## config.mk

```make
export PLATFORM = sky130hd
export DESIGN_NAME = phy_mgmt_regs
export DESIGN_NICKNAME = d
export VERILOG_FILES = /design/src/rtl/phy_mgmt_pkg.sv /design/src/rtl/phy_mgmt_ctrl.sv /design/src/rtl/phy_mgmt_lh_cell.sv /design/src/rtl/phy_mgmt_dp.sv /design/src/rtl/phy_mgmt_regs.sv
export SDC_FILE = /design/constraint.sdc
export NUM_CORES = 1
export LEC_CHECK = 0
export BUFFER_PORTS_ARGS = -buffer_cell sky130_fd_sc_hd__buf_2
export CAP_MARGIN = 0
export CORE_MARGIN = 2
export CORE_UTILIZATION = 59
export CTS_BUF_LIST = sky130_fd_sc_hd__clkbuf_8
export DETAILED_ROUTE_END_ITERATION = 16
export PLACE_DENSITY_LB_ADDON = 0.25
export SLEW_MARGIN = 20
export SYNTH_ARGS = -nofsm -noshare
export SYNTH_HDL_FRONTEND = slang
export SYNTH_SLANG_ARGS = --single-unit
```

## constraint.sdc

```tcl
create_clock -name clk -period 3.4 [get_ports clk]
set_input_delay 0.34 -clock clk [delete_from_list [all_inputs] [get_ports clk]]
set_output_delay 0.34 -clock clk [all_outputs]
set_load 0.02 [all_outputs]
```

## src/rtl/phy_mgmt_pkg.sv

```systemverilog
package phy_mgmt_pkg;

  localparam logic [4:0] ADDR_CTRL = 5'h00;
  localparam logic [4:0] ADDR_STAT = 5'h01;
  localparam logic [4:0] ADDR_ID1  = 5'h02;
  localparam logic [4:0] ADDR_ID2  = 5'h03;
  localparam logic [4:0] ADDR_ADV  = 5'h04;
  localparam logic [4:0] ADDR_PART = 5'h05;
  localparam logic [4:0] ADDR_EXPN = 5'h06;
  localparam logic [4:0] ADDR_NPTX = 5'h07;
  localparam logic [4:0] ADDR_PAGE = 5'h1F;
  localparam logic [4:0] ADDR_XCFG = 5'h00;
  localparam logic [4:0] ADDR_XSTR = 5'h01;

  localparam int STRAP_W = 3;
  localparam int LH_N    = 3;

  // strobes from control to datapath
  typedef struct packed {
    logic hold;      // load defaults (power-up settle or soft reset)
    logic rstBusy;   // soft reset window
    logic extPage;   // extended map selected
    logic wrCtrl;
    logic wrAdv;
    logic wrNptx;
    logic wrXcfg;
    logic rdStat;
    logic rdExpn;
  } regStrobe_t;

endpackage

```

## src/rtl/phy_mgmt_ctrl.sv

```systemverilog
module phy_mgmt_ctrl
  import phy_mgmt_pkg::*;
#(
  parameter int RST_CYC = 250
) (
  input  logic       clk,
  input  logic       rstN,
  input  logic [4:0] addr,
  input  logic       wrEn,
  input  logic       rdEn,
  input  logic       rstReqBit,
  input  logic       pageBit,
  output regStrobe_t stb
);

  localparam int CNT_W = $clog2(RST_CYC + 1);

  logic             initPend;
  logic             busy;
  logic [CNT_W-1:0] cnt;
  logic             extPage;
  logic             hold;
  logic             wrOk;
  logic             rdOk;
  logic             startRst;

  assign hold     = initPend | busy;
  assign wrOk     = wrEn & ~hold;
  assign rdOk     = rdEn & ~hold;
  assign startRst = wrOk & ~extPage & (addr == ADDR_CTRL) & rstReqBit;

  always_ff @(posedge clk or negedge rstN) begin
    if (!rstN) begin
      initPend <= 1'b1;
      busy     <= 1'b0;
      cnt      <= '0;
    end else begin
      initPend <= 1'b0;
      if (startRst) begin
        busy <= 1'b1;
        cnt  <= CNT_W'(RST_CYC - 1);
      end else if (busy) begin
        if (cnt == '0) busy <= 1'b0;
        else           cnt  <= cnt - 1'b1;
      end
    end
  end

  always_ff @(posedge clk or negedge rstN) begin
    if (!rstN)                             extPage <= 1'b0;
    else if (hold)                         extPage <= 1'b0;
    else if (wrOk && addr == ADDR_PAGE)    extPage <= pageBit;
  end

  always_comb begin
    stb         = '0;
    stb.hold    = hold;
    stb.rstBusy = busy;
    stb.extPage = extPage;
    stb.wrCtrl  = wrOk & ~extPage & (addr == ADDR_CTRL);
    stb.wrAdv   = wrOk & ~extPage & (addr == ADDR_ADV);
    stb.wrNptx  = wrOk & ~extPage & (addr == ADDR_NPTX);
    stb.wrXcfg  = wrOk &  extPage & (addr == ADDR_XCFG);
    stb.rdStat  = rdOk & ~extPage & (addr == ADDR_STAT);
    stb.rdExpn  = rdOk & ~extPage & (addr == ADDR_EXPN);
  end

endmodule

```

## src/rtl/phy_mgmt_lh_cell.sv

```systemverilog
module phy_mgmt_lh_cell (
  input  logic clk,
  input  logic rstN,
  input  logic flush,
  input  logic evt,
  input  logic clr,
  output logic q
);

  always_ff @(posedge clk or negedge rstN) begin
    if (!rstN)      q <= 1'b0;
    else if (flush) q <= 1'b0;
    else if (evt)   q <= 1'b1;
    else if (clr)   q <= 1'b0;
  end

endmodule

```

## src/rtl/phy_mgmt_dp.sv

```systemverilog
module phy_mgmt_dp
  import phy_mgmt_pkg::*;
#(
  parameter logic [15:0] ID_HI   = 16'h1A2B,
  parameter logic [15:0] ID_LO   = 16'h5C31,
  parameter logic [15:0] ADV_DEF = 16'h01E1,
  parameter logic [15:0] EXT_DEF = 16'h0040,
  parameter logic [4:0]  CAP     = 5'b01111
) (
  input  logic               clk,
  input  logic               rstN,
  input  regStrobe_t         stb,
  input  logic [4:0]         addr,
  input  logic [15:0]        wrData,
  input  logic [STRAP_W-1:0] strapIn,
  input  logic               linkUp,
  input  logic               anDone,
  input  logic               jabberEvt,
  input  logic               remoteFaultEvt,
  input  logic               pageRxEvt,
  input  logic               npSentEvt,
  input  logic               partnerLoad,
  input  logic [15:0]        partnerWord,
  output logic [15:0]        rdData,
  output logic               anRestart
);

  localparam logic [4:0] SELECTOR = 5'b00001;

  logic               ctrlLoop, ctrlSpeed, ctrlAnEn, ctrlDuplex, ctrlRestart;
  logic [15:5]        advBits;
  logic               npNext, npToggle;
  logic [10:0]        npMsg;
  logic [15:0]        partner;
  logic [15:0]        xcfg;
  logic [STRAP_W-1:0] strapLat;

  // latch-high bits: 0 jabber, 1 remote fault, 2 page received
  logic [LH_N-1:0] lhEvt, lhClr, lhQ;
  assign lhEvt = {pageRxEvt, remoteFaultEvt, jabberEvt};
  assign lhClr = {stb.rdExpn, stb.rdStat, stb.rdStat};

  for (genvar i = 0; i < LH_N; i++) begin : g_lh
    phy_mgmt_lh_cell u_cell (
      .clk  (clk),
      .rstN (rstN),
      .flush(stb.hold),
      .evt  (lhEvt[i]),
      .clr  (lhClr[i]),
      .q    (lhQ[i])
    );
  end

  always_ff @(posedge clk or negedge rstN) begin
    if (!rstN) begin
      ctrlLoop    <= 1'b0;
      ctrlSpeed   <= 1'b0;
      ctrlAnEn    <= 1'b0;
      ctrlDuplex  <= 1'b0;
      ctrlRestart <= 1'b0;
      advBits     <= ADV_DEF[15:5];
      npNext      <= 1'b0;
      npToggle    <= ADV_DEF[11];
      npMsg       <= '0;
      partner     <= '0;
      xcfg        <= EXT_DEF;
      strapLat    <= '0;
    end else if (stb.hold) begin
      ctrlLoop    <= 1'b0;
      ctrlSpeed   <= strapIn[0];
      ctrlAnEn    <= strapIn[1];
      ctrlDuplex  <= strapIn[2];
      ctrlRestart <= 1'b0;
      advBits     <= ADV_DEF[15:5];
      npNext      <= 1'b0;
      npToggle    <= ADV_DEF[11];
      npMsg       <= '0;
      partner     <= '0;
      xcfg        <= EXT_DEF;
      strapLat    <= strapIn;
    end else begin
      ctrlRestart <= stb.wrCtrl & wrData[9];
      if (stb.wrCtrl) begin
        ctrlLoop   <= wrData[14];
        ctrlSpeed  <= wrData[13];
        ctrlAnEn   <= wrData[12];
        ctrlDuplex <= wrData[8];
      end
      if (stb.wrAdv) advBits <= wrData[15:5];
      if (stb.wrNptx) begin
        npNext <= wrData[15];
        npMsg  <= wrData[10:0];
      end
      if (stb.wrCtrl && wrData[9]) npToggle <= advBits[11];
      else if (npSentEvt)          npToggle <= ~npToggle;
      if (partnerLoad)  partner <= partnerWord;
      if (stb.wrXcfg)   xcfg    <= wrData;
    end
  end

  assign anRestart = ctrlRestart;

  always_comb begin
    rdData = '0;
    if (!stb.extPage) begin
      case (addr)
        ADDR_CTRL: rdData = {stb.rstBusy, ctrlLoop, ctrlSpeed, ctrlAnEn, 2'b00,
                             ctrlRestart, ctrlDuplex, 8'h00};
        ADDR_STAT: rdData = {CAP, 5'b00000, anDone, lhQ[1], 1'b0, linkUp, lhQ[0], 1'b1};
        ADDR_ID1:  rdData = ID_HI;
        ADDR_ID2:  rdData = ID_LO;
        ADDR_ADV:  rdData = {advBits, SELECTOR};
        ADDR_PART: rdData = partner;
        ADDR_EXPN: rdData = {13'h0000, 1'b1, lhQ[2], 1'b0};
        ADDR_NPTX: rdData = {npNext, 3'b000, npToggle, npMsg};
        ADDR_PAGE: rdData = {15'h0000, stb.extPage};
        default:   rdData = '0;
      endcase
    end else begin
      case (addr)
        ADDR_XCFG: rdData = xcfg;
        ADDR_XSTR: rdData = {{(16-STRAP_W){1'b0}}, strapLat};
        ADDR_PAGE: rdData = {15'h0000, stb.extPage};
        default:   rdData = '0;
      endcase
    end
  end

endmodule

```

## src/rtl/phy_mgmt_regs.sv

```systemverilog
module phy_mgmt_regs
  import phy_mgmt_pkg::*;
#(
  parameter int          RST_CYC = 250,
  parameter logic [15:0] ID_HI   = 16'h1A2B,
  parameter logic [15:0] ID_LO   = 16'h5C31,
  parameter logic [15:0] ADV_DEF = 16'h01E1,
  parameter logic [15:0] EXT_DEF = 16'h0040,
  parameter logic [4:0]  CAP     = 5'b01111
) (
  input  logic        clk,
  input  logic        rstN,
  input  logic [4:0]  addr,
  input  logic        wrEn,
  input  logic [15:0] wrData,
  input  logic        rdEn,
  output logic [15:0] rdData,
  input  logic [2:0]  strapIn,
  input  logic        linkUp,
  input  logic        anDone,
  input  logic        jabberEvt,
  input  logic        remoteFaultEvt,
  input  logic        pageRxEvt,
  input  logic        npSentEvt,
  input  logic        partnerLoad,
  input  logic [15:0] partnerWord,
  output logic        anRestart,
  output logic        swResetBusy
);

  regStrobe_t stb;
  logic       extPageSel;

  phy_mgmt_ctrl #(.RST_CYC(RST_CYC)) u_ctrl (
    .clk      (clk),
    .rstN     (rstN),
    .addr     (addr),
    .wrEn     (wrEn),
    .rdEn     (rdEn),
    .rstReqBit(wrData[15]),
    .pageBit  (wrData[0]),
    .stb      (stb)
  );

  phy_mgmt_dp #(
    .ID_HI(ID_HI), .ID_LO(ID_LO), .ADV_DEF(ADV_DEF), .EXT_DEF(EXT_DEF), .CAP(CAP)
  ) u_dp (
    .clk           (clk),
    .rstN          (rstN),
    .stb           (stb),
    .addr          (addr),
    .wrData        (wrData),
    .strapIn       (strapIn),
    .linkUp        (linkUp),
    .anDone        (anDone),
    .jabberEvt     (jabberEvt),
    .remoteFaultEvt(remoteFaultEvt),
    .pageRxEvt     (pageRxEvt),
    .npSentEvt     (npSentEvt),
    .partnerLoad   (partnerLoad),
    .partnerWord   (partnerWord),
    .rdData        (rdData),
    .anRestart     (anRestart)
  );

  assign swResetBusy = stb.rstBusy;
  assign extPageSel  = stb.extPage;

endmodule

```

==> flow_summary.json <==
{
  "swShare": 0.234,
  "drive_gt1_frac": 0.222,
  "vias": 3554,
  "rows": 30,
  "crit_path_end_kind": "primary output",
  "fmax_ghz": 0.387,
  "routedWlPerCell_um": 17.8,
  "tns_ns": 0,
  "cts_buffer_depth": 2,
  "clkSlewWorstSetupHoldPaths_ns": 0.08,
  "syn_area_um2": 4050,
  "synth_top_area_share": 0.445,
  "path_max_fanout": 13,
  "numCtsBuffers": 9,
  "report.final.slew_viol_count": 0,
  "final_cell_mix": "102 x nand2_1, 72 x dfrtp_1, 67 x buf_2, 35 x o21ai_0, 33 x nor2_1",
  "stdcell_area_um2": 4630,
  "pwr_density_cell_nw_per_um2": 406,
  "ios": 69,
  "pre_cts_ws_ns": 0.922,
  "hold_violations": 0,
  "p_int_w": 0.00144,
  "grt_max_degree": 79,
  "synthCells": 450,
  "vias_per_cell": 6.03,
  "die_area_um2": 7540,
  "async_flop_share": 1.00,
  "met3_length_um": 942,
  "topRoutingLayerUsed": "met4",
  "synth_nets": 503,
  "ant_nets": 0,
  "critPathArrivalTime_ns": 2.25,
  "first_iter_violations": 441,
  "layout.nets": 557,
  "status": "complete, no violations",
  "initial_core_util": 0.603,
  "synth_seq_area_share": 0.484,
  "p_total_w": 0.00188,
  "fin_crit_sh": 0.760,
  "rsz0062_at_grt": "no",
  "antenna_found_initial": 0,
  "firstDrtPassIters": 6,
  "first_global_vias": 3411,
  "die_w_um": 86.8,
  "finalSetupViolCount": 0,
  "postCtsResizedCells": 0,
  "layout_min_cycle_time_ns": 2.59,
  "cts_sinks": 78,
  "setup.worst_path.class": "reg -> out",
  "synth_edf_count": 0,
  "required_ns": 3.06,
  "gp_congestion": 0.938,
  "final-seq-area_um2": 1960,
  "grt_usage": 0.298,
  "drc": 0,
  "tightest_slew_ns": 0.971,
  "core_area_um2": 6720,
  "synth_area_per_cell_um2": 9.00,
  "grt_pass1_wl_mm": 17.1,
  "setup_ws_ns": 0.815,
  "clk_latency_ns": 0.36,
  "yosysTopAreaCell": "dfrtp_1",
  "post_cts.repair.setup_buffers": 0,
  "leakage_nw": 2.06,
  "met1Wirelength_mm": 4.60,
  "yosysWarnings": 0,
  "wl_met2_mm": 4.74,
  "dpl_cell_area_um2": 4390,
  "combPwrFrac": 0.076,
  "dieHeight_um": 86.8,
  "cts_tree": "done",
  "p_seq_frac": 0.499,
  "power_switching_w": 0.000440,
  "postCtsHoldBufs": 0,
  "hold_path_class": "in -> async",
  "postRouteWirelength_mm": 10.5,
  "hpwlAfterDp_mm": 7.29,
  "diodes": 0,
  "ys_top_cells_by_area": "dfrtp_1 44%, nand2_1 9.5%, mux2i_1 6.9%",
  "grt.overflow.total": 0,
  "crit_path_start_kind": "register",
  "area.growth.synth_to_final_pct": 14.2,
  "max_slew_margin": 0.353,
  "port_buffers": 68,
  "fillers": 535,
  "final_common_cell": "nand2_1",
  "cap_violations": 0,
  "synth-seq-cells": 78,
  "cts-root-buf": "clkbuf_8",
  "clockPowerShare": 0.426,
  "synthDistinctLibCells": 55,
  "htree_num_levels": 3,
  "multiInputGateArea_um2": 1900,
  "ir_drop_mv": 0.217,
  "synth-main-ff-cell": "dfrtp_1",
  "skew_ns": 0.0115
}
worst max-delay path, stage by stage, from the launching register on:
cell and delay (ns):
dfrtp_1 0.60, inv_1 0.21, nor3_2 0.36, buf_4 0.27, a21oi_1 0.09, a31oi_1 0.17
buf_2 0.20
power groups by stage:
stage	clock network [W]	logic (W)	registers, W
final	0.000799	0.000142	0.000936
after global routing	0.000851	0.000156	0.000936
after CTS	0.000807	0.000142	0.000935
after detailed placement	0	0.000141	0.000954
after global placement	0	0.000138	0.000953
after floorplan	0	0.0000731	0.000952
cell usage after synthesis, types with 3 or more instances:
master,n
a22o_1,5
nor3_1,11
o211ai_1,3
o22ai_1,3
buf_2,9
a31oi_1,4
nor4_1,4
dfrtp_1,72
a21oi_1,29
nor3b_1,3
clkbuf_1,16
a22oi_1,5
nand3_1,10
mux2i_1,28
dfstp_2,6
a221oi_1,3
or3_1,5
buf_1,3
inv_1,12
nor2_1,34
o21ai_0,35
nand2_1,102
final timing paths:
| kind | from | endpoint | slack (ns) | cells past startpoint |
|---|---|---|---|---|
| max in group asynchronous | rstN | u_dp.advBits[13] | 2.63 | 1 |
| setup / recovery | u_ctrl.extPage | rdData[9] | 0.81 | 6 |
| min in group clk | wrData[7] | u_dp.advBits[7] | 0.19 | 3 |
| setup reg to reg | u_ctrl.extPage | u_dp.advBits[6] | 1.20 | 5 |
| hold reg to reg | u_dp.xcfg[6] | u_dp.xcfg[6] | 0.50 | 2 |
| hold / removal | rstN | u_dp.npMsg[3] | 0.13 | 1 |
per-layer routing:
layer  up-vias  track usage
met2       171        0.439
met5         -            0
met1      1688        0.429
li1       1670            -
met3        25       0.0781
met4         0        0.102
registers in the layout (all words and copies together) (netlist names):
signal	cells
u_dp.ctrlLoop	1
u_dp.partner	16
u_dp.npMsg	11
u_dp.ctrlDuplex	1
u_dp.ctrlAnEn	1
u_ctrl.cnt	8
u_ctrl.extPage	1
u_dp.npNext	1
u_dp.advBits	11
u_dp.strapLat	3
u_ctrl.initPend	1
u_dp.g_lh.u_cell.q	3
u_dp.npToggle	1
u_dp.ctrlSpeed	1
u_dp.xcfg	16
u_dp.anRestart	1
u_ctrl.busy	1
cell type report:
class | instances | area share
Sequential cell | 78 | 0.424
Multi-Input combinational cell | 329 | 0.411
Timing Repair Buffer | 74 | 0.0839
Clock buffer | 11 | 0.0327
Tap cell | 80 | 0.0216
Clock inverter | 5 | 0.0176
Inverter | 12 | 0.00974
logic make-up after synthesis:
logic type | Yosys count | synth area share
AO/OA/AOI/OAI | 102 | 0.156
XOR/XNOR | 3 | 0.00649
adder cells (fa/ha/maj) | 2 | 0.00618
buffers and inverters | 43 | 0.0473
flip-flops | 78 | 0.484
multiplexers | 30 | 0.0748
other | 1 | 0.000926
AND/OR/NAND/NOR | 191 | 0.224
stage by stage:
| step | util | instances | hold slack (ns) |
|---|---|---|---|
| 2_1_floorplan | - | 450 | 0.0444 |
| 3_3_place_gp | 0.654 | 573 | 0.471 |
| 3_5_place_dp | 0.654 | 573 | 0.473 |
| 4_1_cts | 0.688 | 589 | 0.175 |
| 5_1_grt | 0.688 | 589 | 0.194 |
| 6_report | 0.688 | 589 | 0.128 |
Power figures use the tool's default switching activity.
